## src/rtl/thermal_guard_pkg.sv

```systemverilog
package thermal_guard_pkg;
   // byte offsets of the register map
   localparam int unsigned OFS_LIMIT = 'h00;
   localparam int unsigned OFS_SLOPE = 'h04;
   localparam int unsigned OFS_LOCK  = 'h08;
   localparam int unsigned OFS_SHDN  = 'h0C;
   localparam int unsigned OFS_TEMP  = 'h10;
   // field positions
   localparam int unsigned LOCK_BIT  = 0;
   localparam int unsigned EN_BIT    = 1;

   typedef enum logic [2:0] {
      SEL_NONE,
      SEL_LIMIT,
      SEL_SLOPE,
      SEL_LOCK,
      SEL_SHDN,
      SEL_TEMP
   } reg_sel_e;
endpackage

```

## src/rtl/tg_lock_cell.sv

```systemverilog
module tg_lock_cell (
   input  logic clk,
   input  logic rst_n,
   input  logic set_req,
   output logic lock_q
);
   always_ff @(posedge clk) begin
      if (!rst_n)       lock_q <= 1'b0;
      else if (set_req) lock_q <= 1'b1;
   end

   AST_LOCK_NEVER_CLEARS: assert property (@(posedge clk) disable iff (!rst_n)
      lock_q |=> lock_q);
endmodule

```

## src/rtl/tg_ctrl_regs.sv

```systemverilog
module tg_ctrl_regs #(
   parameter int unsigned DATA_W    = 32,
   parameter int unsigned TEMP_W    = 8,
   parameter int unsigned LIMIT_RST = 125,
   parameter int unsigned SLOPE_RST = 25,
   parameter int unsigned EN_POS    = 1
) (
   input  logic              clk,
   input  logic              rst_n,
   input  logic              locked,
   input  logic              wr_limit,
   input  logic              wr_slope,
   input  logic              wr_shdn,
   input  logic [DATA_W-1:0] wdata,
   output logic [TEMP_W-1:0] limit_q,
   output logic [DATA_W-1:0] slope_q,
   output logic              shdn_en_q
);
   // every detection/response control shares one gate
   logic open_w;
   assign open_w = !locked;

   always_ff @(posedge clk) begin
      if (!rst_n) begin
         limit_q   <= TEMP_W'(LIMIT_RST);
         slope_q   <= DATA_W'(SLOPE_RST);
         shdn_en_q <= 1'b0;
      end else if (open_w) begin
         if (wr_limit) limit_q   <= wdata[TEMP_W-1:0];
         if (wr_slope) slope_q   <= wdata;
         if (wr_shdn)  shdn_en_q <= wdata[EN_POS];
      end
   end

   AST_LIMIT_FROZEN: assert property (@(posedge clk) disable iff (!rst_n)
      locked |=> $stable(limit_q));
   AST_SLOPE_FROZEN: assert property (@(posedge clk) disable iff (!rst_n)
      locked |=> $stable(slope_q));
   AST_ENABLE_FROZEN: assert property (@(posedge clk) disable iff (!rst_n)
      locked |=> $stable(shdn_en_q));
endmodule

```

## src/rtl/tg_temp_convert.sv

```systemverilog
module tg_temp_convert #(
   parameter int unsigned RAW_W      = 12,
   parameter int unsigned SLOPE_W    = 32,
   parameter int unsigned TEMP_W     = 8,
   parameter int unsigned FRAC_SHIFT = 4,
   parameter bit          SATURATE   = 1'b1
) (
   input  logic               clk,
   input  logic               rst_n,
   input  logic               smp_vld,
   input  logic [RAW_W-1:0]   smp_raw,
   input  logic [SLOPE_W-1:0] slope,
   output logic [TEMP_W-1:0]  temp_q
);
   localparam int unsigned PROD_W = RAW_W + SLOPE_W;

   logic [PROD_W-1:0] prod_w;
   logic [PROD_W-1:0] scaled_w;
   logic [TEMP_W-1:0] conv_w;

   assign prod_w   = PROD_W'(smp_raw) * PROD_W'(slope);
   assign scaled_w = prod_w >> FRAC_SHIFT;

   generate
      if (SATURATE) begin : g_sat
         always_comb begin
            if (|scaled_w[PROD_W-1:TEMP_W]) conv_w = '1;
            else                            conv_w = scaled_w[TEMP_W-1:0];
         end
      end else begin : g_wrap
         assign conv_w = scaled_w[TEMP_W-1:0];
      end
   endgenerate

   always_ff @(posedge clk) begin
      if (!rst_n)       temp_q <= '0;
      else if (smp_vld) temp_q <= conv_w;
   end

   AST_TEMP_HOLDS: assert property (@(posedge clk) disable iff (!rst_n)
      !smp_vld |=> $stable(temp_q));
endmodule

```

## src/rtl/tg_trip_latch.sv

```systemverilog
module tg_trip_latch #(
   parameter int unsigned TEMP_W = 8
) (
   input  logic              clk,
   input  logic              rst_n,
   input  logic              enable,
   input  logic [TEMP_W-1:0] temp,
   input  logic [TEMP_W-1:0] limit,
   output logic              trip_q
);
   always_ff @(posedge clk) begin
      if (!rst_n)                      trip_q <= 1'b0;
      else if (enable && temp > limit) trip_q <= 1'b1;
   end

   AST_TRIP_STICKY: assert property (@(posedge clk) disable iff (!rst_n)
      trip_q |=> trip_q);
   AST_TRIP_CAUSE: assert property (@(posedge clk) disable iff (!rst_n)
      $rose(trip_q) |-> $past(enable && (temp > limit)));
endmodule

```

## src/rtl/thermal_guard_regs.sv

```systemverilog
module thermal_guard_regs
   import thermal_guard_pkg::*;
#(
   parameter int unsigned ADDR_W     = 8,
   parameter int unsigned DATA_W     = 32,
   parameter int unsigned TEMP_W     = 8,
   parameter int unsigned RAW_W      = 12,
   parameter int unsigned FRAC_SHIFT = 4,
   parameter int unsigned LIMIT_RST  = 125,
   parameter int unsigned SLOPE_RST  = 25,
   parameter bit          SATURATE   = 1'b1
) (
   input  logic              clk,
   input  logic              rst_n,
   input  logic [ADDR_W-1:0] reg_addr,
   input  logic              reg_we,
   input  logic [DATA_W-1:0] reg_wdata,
   output logic [DATA_W-1:0] reg_rdata,
   input  logic              raw_vld,
   input  logic [RAW_W-1:0]  raw_code,
   output logic              shutdown_o
);
   generate
      if (ADDR_W < 5) begin : g_chk_addr
         $error("ADDR_W too small for register map");
      end
      if (TEMP_W > DATA_W || EN_BIT >= DATA_W) begin : g_chk_data
         $error("DATA_W too small for fields");
      end
      if (LIMIT_RST >= (1 << TEMP_W)) begin : g_chk_rst
         $error("LIMIT_RST does not fit TEMP_W");
      end
   endgenerate

   reg_sel_e          sel_w;
   logic              lock_q;
   logic [TEMP_W-1:0] limit_q;
   logic [DATA_W-1:0] slope_q;
   logic              shdn_en_q;
   logic [TEMP_W-1:0] temp_q;

   always_comb begin
      if      (reg_addr == ADDR_W'(OFS_LIMIT)) sel_w = SEL_LIMIT;
      else if (reg_addr == ADDR_W'(OFS_SLOPE)) sel_w = SEL_SLOPE;
      else if (reg_addr == ADDR_W'(OFS_LOCK))  sel_w = SEL_LOCK;
      else if (reg_addr == ADDR_W'(OFS_SHDN))  sel_w = SEL_SHDN;
      else if (reg_addr == ADDR_W'(OFS_TEMP))  sel_w = SEL_TEMP;
      else                                     sel_w = SEL_NONE;
   end

   tg_lock_cell u_lock (
      .clk     (clk),
      .rst_n   (rst_n),
      .set_req (reg_we && sel_w == SEL_LOCK && reg_wdata[LOCK_BIT]),
      .lock_q  (lock_q)
   );

   tg_ctrl_regs #(
      .DATA_W    (DATA_W),
      .TEMP_W    (TEMP_W),
      .LIMIT_RST (LIMIT_RST),
      .SLOPE_RST (SLOPE_RST),
      .EN_POS    (EN_BIT)
   ) u_ctrl (
      .clk       (clk),
      .rst_n     (rst_n),
      .locked    (lock_q),
      .wr_limit  (reg_we && sel_w == SEL_LIMIT),
      .wr_slope  (reg_we && sel_w == SEL_SLOPE),
      .wr_shdn   (reg_we && sel_w == SEL_SHDN),
      .wdata     (reg_wdata),
      .limit_q   (limit_q),
      .slope_q   (slope_q),
      .shdn_en_q (shdn_en_q)
   );

   tg_temp_convert #(
      .RAW_W      (RAW_W),
      .SLOPE_W    (DATA_W),
      .TEMP_W     (TEMP_W),
      .FRAC_SHIFT (FRAC_SHIFT),
      .SATURATE   (SATURATE)
   ) u_conv (
      .clk     (clk),
      .rst_n   (rst_n),
      .smp_vld (raw_vld),
      .smp_raw (raw_code),
      .slope   (slope_q),
      .temp_q  (temp_q)
   );

   tg_trip_latch #(
      .TEMP_W (TEMP_W)
   ) u_trip (
      .clk    (clk),
      .rst_n  (rst_n),
      .enable (shdn_en_q),
      .temp   (temp_q),
      .limit  (limit_q),
      .trip_q (shutdown_o)
   );

   always_comb begin
      reg_rdata = '0;
      case (sel_w)
         SEL_LIMIT: reg_rdata = DATA_W'(limit_q);
         SEL_SLOPE: reg_rdata = slope_q;
         SEL_LOCK:  reg_rdata[LOCK_BIT] = lock_q;
         SEL_SHDN:  reg_rdata[EN_BIT]   = shdn_en_q;
         SEL_TEMP:  reg_rdata = DATA_W'(temp_q);
         default:   reg_rdata = '0;
      endcase
   end

   AST_LOCK_BLOCKS_LIMIT_WRITE: assert property (@(posedge clk) disable iff (!rst_n)
      (lock_q && reg_we && sel_w == SEL_LIMIT) |=> $stable(limit_q));
   AST_UNMAPPED_READS_ZERO: assert property (@(posedge clk) disable iff (!rst_n)
      (sel_w == SEL_NONE) |-> (reg_rdata == '0));
endmodule

```

## config.mk

```make
export PLATFORM = sky130hd
export DESIGN_NAME = thermal_guard_regs
export DESIGN_NICKNAME = d
export VERILOG_FILES = /design/src/rtl/thermal_guard_pkg.sv /design/src/rtl/tg_lock_cell.sv /design/src/rtl/tg_ctrl_regs.sv /design/src/rtl/tg_temp_convert.sv /design/src/rtl/tg_trip_latch.sv /design/src/rtl/thermal_guard_regs.sv
export SDC_FILE = /design/constraint.sdc
export NUM_CORES = 1
export LEC_CHECK = 0
export BUFFER_PORTS_ARGS = -buffer_cell sky130_fd_sc_hd__buf_2
export CAP_MARGIN = 10
export CORE_UTILIZATION = 45
export DETAILED_ROUTE_END_ITERATION = 8
export GPL_ROUTABILITY_DRIVEN = 0
export RECOVER_POWER = 25
export SLEW_MARGIN = 10
export SYNTH_ARGS = -nofsm -noshare
export SYNTH_HDL_FRONTEND = slang
export SYNTH_SLANG_ARGS = --single-unit
```

## constraint.sdc

```tcl
create_clock -name clk -period 10.5 [get_ports clk]
set_input_delay 0.525 -clock clk [delete_from_list [all_inputs] [get_ports clk]]
set_output_delay 0.525 -clock clk [all_outputs]
set_load 0.01 [all_outputs]
```

==> metrics <==
Worst Hold Depth=3; Seq cells post-synth=51; WL per Instance=18.4 um; first-pass GRT wire length=65,100 um; Initial Util=0.458; die width=~180 um; vias in the first global route=12,034; critical path arrival=around 7 ns; crit start category=input pin; Num CTS Buffers=5; # rows=65; post-route setup TNS=0 ns; fin util=0.480; post-synth cell types=73; total power=~700 uW; io pins=89; clk sinks=51; input/output buffers=88; Post-CTS Setup Bufs=0; final setup vio count=0; clk_lat worst skew=between 0.3 and 0.4 ns; largest fanout on the critical path=32; vias=~11,000; synth warn=0; largest net degree at the start of global routing=between 50 and 60; Synth Flop Type=dfxtp_1; post-synth top area share=0.416; part of the power in combinational logic=0.425; gr usage total=0.253; DR DRC count=0; Place WS=3.43 ns; Clock Power Share=0.291; total routed wirelength=38,600 um; Die Y-Extent=181 um; Tmin final=roughly 7 ns; count leader, synth=nand2_1; core box area=roughly 32,000 sq um; Final Max Tran Viols=33; mean post-synth cell area=between 8 and 9 sq um; via density per instance=approximately 5.4; area leader, netlist=fa_1; CTS max path bufs=2; status=finished, violations left; Worst-path clk slew=0.08 ns; Layout Nets=~2,100; DRT antenna net count=0; pwr dens=around 47 nW/um^2; Psw=roughly 290 uW; clock tree from TritonCTS=built; Clock H-tree levels=2; # placed instances=~2,100; CP endpoint kind=flip-flop; worst clock skew=approximately 0.0094 ns; sequential share of the synthesized area=0.0707; Hold Vio Cnt, Final=0; CP required=roughly 11 ns; Least-Margin Pin Slew=~2.2 ns; worst setup margin=around 3.7 ns; Layout area overhead=4.92%; fin crit share=0.651; drt pass-1 iters=5; RSZ-0062 raised after global routing=no; initial antenna violation count=0; max_slew headroom=-0.485; layout cell share with drive strength beyond 1=0.0682; number of flops mapped to enable cells by yosys=0; IR drop worst, VDD=approximately 0.000045 V; Post-Syn Nets=2,145; grt ovf=0; Mapped Area=roughly 14,000 sq um; top post-synthesis cells by area=fa_1 (42%), nand2_1 (9.0%), and2_1 (7.9%), ha_1 (7.5%), dfxtp_1 (7.1%); synth cell count leaders=nand2_1 (346), fa_1 (300), inv_1 (228), and2_1 (183), clkbuf_1 (92); CTS resizes=0; # diodes=0; DR iter-0 viols=between 600 and 700; Finished Layout Cells=about 2,100; fillers=~3,100; CTS Root Cell=clkbuf_16; post-synthesis async set-or-reset flop share=0; max capacitance violation total=1; synthesized instance count=about 1,700; switching share of power=0.403; reg2reg path depth=18; CP Class=input pin to flip-flop; cell internal pwr=approximately 420 uW; violated checks=max-capacitance violations, max-slew violations; leakage power=between 5 and 6 nW; Hold-fix buffers, CTS=0; Reg power frac=0.283; Hold WC Path Type=input pin to flip-flop; HPWL after detailed placement=30,300 um; Die ar.=~33,000 sq um; Max Freq=between 100 and 150 MHz
-- power by group through the flow --
stage | Combinational [mW] | Clock (mW) | Sequential [mW]
2_1_floorplan | 0.215 | 0 | 0.203
3_3_place_gp | 0.297 | 0 | 0.206
3_5_place_dp | 0.297 | 0 | 0.206
4_1_cts | 0.301 | 0.215 | 0.201
5_1_grt | 0.341 | 0.219 | 0.202
6_report | 0.302 | 0.207 | 0.201
-- state kept, by name, summed over array words and instances (netlist names) --
register / cells
u_lock.lock_q: 1
u_ctrl.limit_q: 8
u_trip.trip_q: 1
u_conv.temp_q: 8
u_ctrl.shdn_en_q: 1
u_ctrl.slope_q: 32
-- critical path, stage by stage --
cell       delay [ns]
buf_2            0.61
nand2_1          0.18
fa_1             0.56
inv_1            0.05
fa_1             0.42
fa_1             0.47
fa_1             0.57
fa_1             0.43
ha_1             0.39
o211ai_1         0.11
a21oi_1          0.36
o21ai_1          0.20
o31ai_2          0.44
a21oi_1          0.16
xnor2_1          0.18
a2111oi_0        0.51
o2111ai_1        0.27
nor4_4           0.40
a21oi_1          0.13
-- logic make-up after synthesis --
group | count (synthesis) | synth area share
and+or+nand+nor | 670 | 0.223
adders and majority gates | 387 | 0.491
AOI/OAI and AO/OA | 224 | 0.100
buffers and inverters | 330 | 0.0895
DFF | 51 | 0.0707
xor gates and xnor gates | 26 | 0.0158
muxes | 14 | 0.00987
-- final timing paths --
kind                          start           endpoint  slack (ns)
hold / removal         reg_wdata[4]  u_ctrl.slope_q[4]        0.43
hold reg to reg       u_trip.trip_q      u_trip.trip_q        0.48
setup reg to reg  u_ctrl.slope_q[5]   u_conv.temp_q[6]        3.76
setup / recovery        raw_code[3]   u_conv.temp_q[6]        3.66
-- routing by layer --
metal / vias to the layer above / wire, um / global-route usage
met3: 66 / 1590 / 0.0202
met5: - / 0 / 0
li1: 5289 / - / -
met4: 0 / 1260 / 0.0922
met1: 5761 / 17000 / 0.337
met2: 329 / 18800 / 0.432
-- cells in the final DEF (no fill, tap or decap), types with 4 or more instances in the layout --
| cell | count |
|---|---|
| dfxtp_1 | 51 |
| nor3_1 | 10 |
| clkbuf_16 | 5 |
| a21o_1 | 10 |
| and3_1 | 5 |
| a31oi_1 | 5 |
| xnor2_1 | 15 |
| o21ai_0 | 43 |
| nor4_1 | 4 |
| nand4_1 | 11 |
| a21oi_1 | 68 |
| o21a_1 | 12 |
| ha_1 | 87 |
| a21boi_0 | 32 |
| nor2b_1 | 8 |
| inv_1 | 228 |
| buf_2 | 87 |
| and2_1 | 183 |
| nand3_1 | 16 |
| nand2b_1 | 6 |
| o211ai_1 | 14 |
| mux2i_1 | 12 |
| fa_1 | 300 |
| nand2_1 | 346 |
| nor2_1 | 55 |
| xor2_1 | 11 |
| or3_1 | 4 |
-- layout make-up --
type / count / area (sq um) / share of cell area
tap: 402 / 503 / 0.0332
multi-input combinational: 1321 / 12100 / 0.801
clock buffer: 5 / 125 / 0.00825
sequential: 51 / 1020 / 0.0674
clock inverter: 3 / 46.3 / 0.00305
timing repair buffer: 92 / 462 / 0.0305
inverter: 228 / 856 / 0.0565
-- per-stage QoR --
stage | cell area, sq um | hold WS [ns]
after global placement | 15000 | 0.446
after global routing | 15200 | 0.443
after CTS | 15200 | 0.414
final | 15200 | 0.431
after detailed placement | 15000 | 0.453
after floorplan | 14400 | 0.460
No activity file was read; power rests on OpenSTA's default activity.
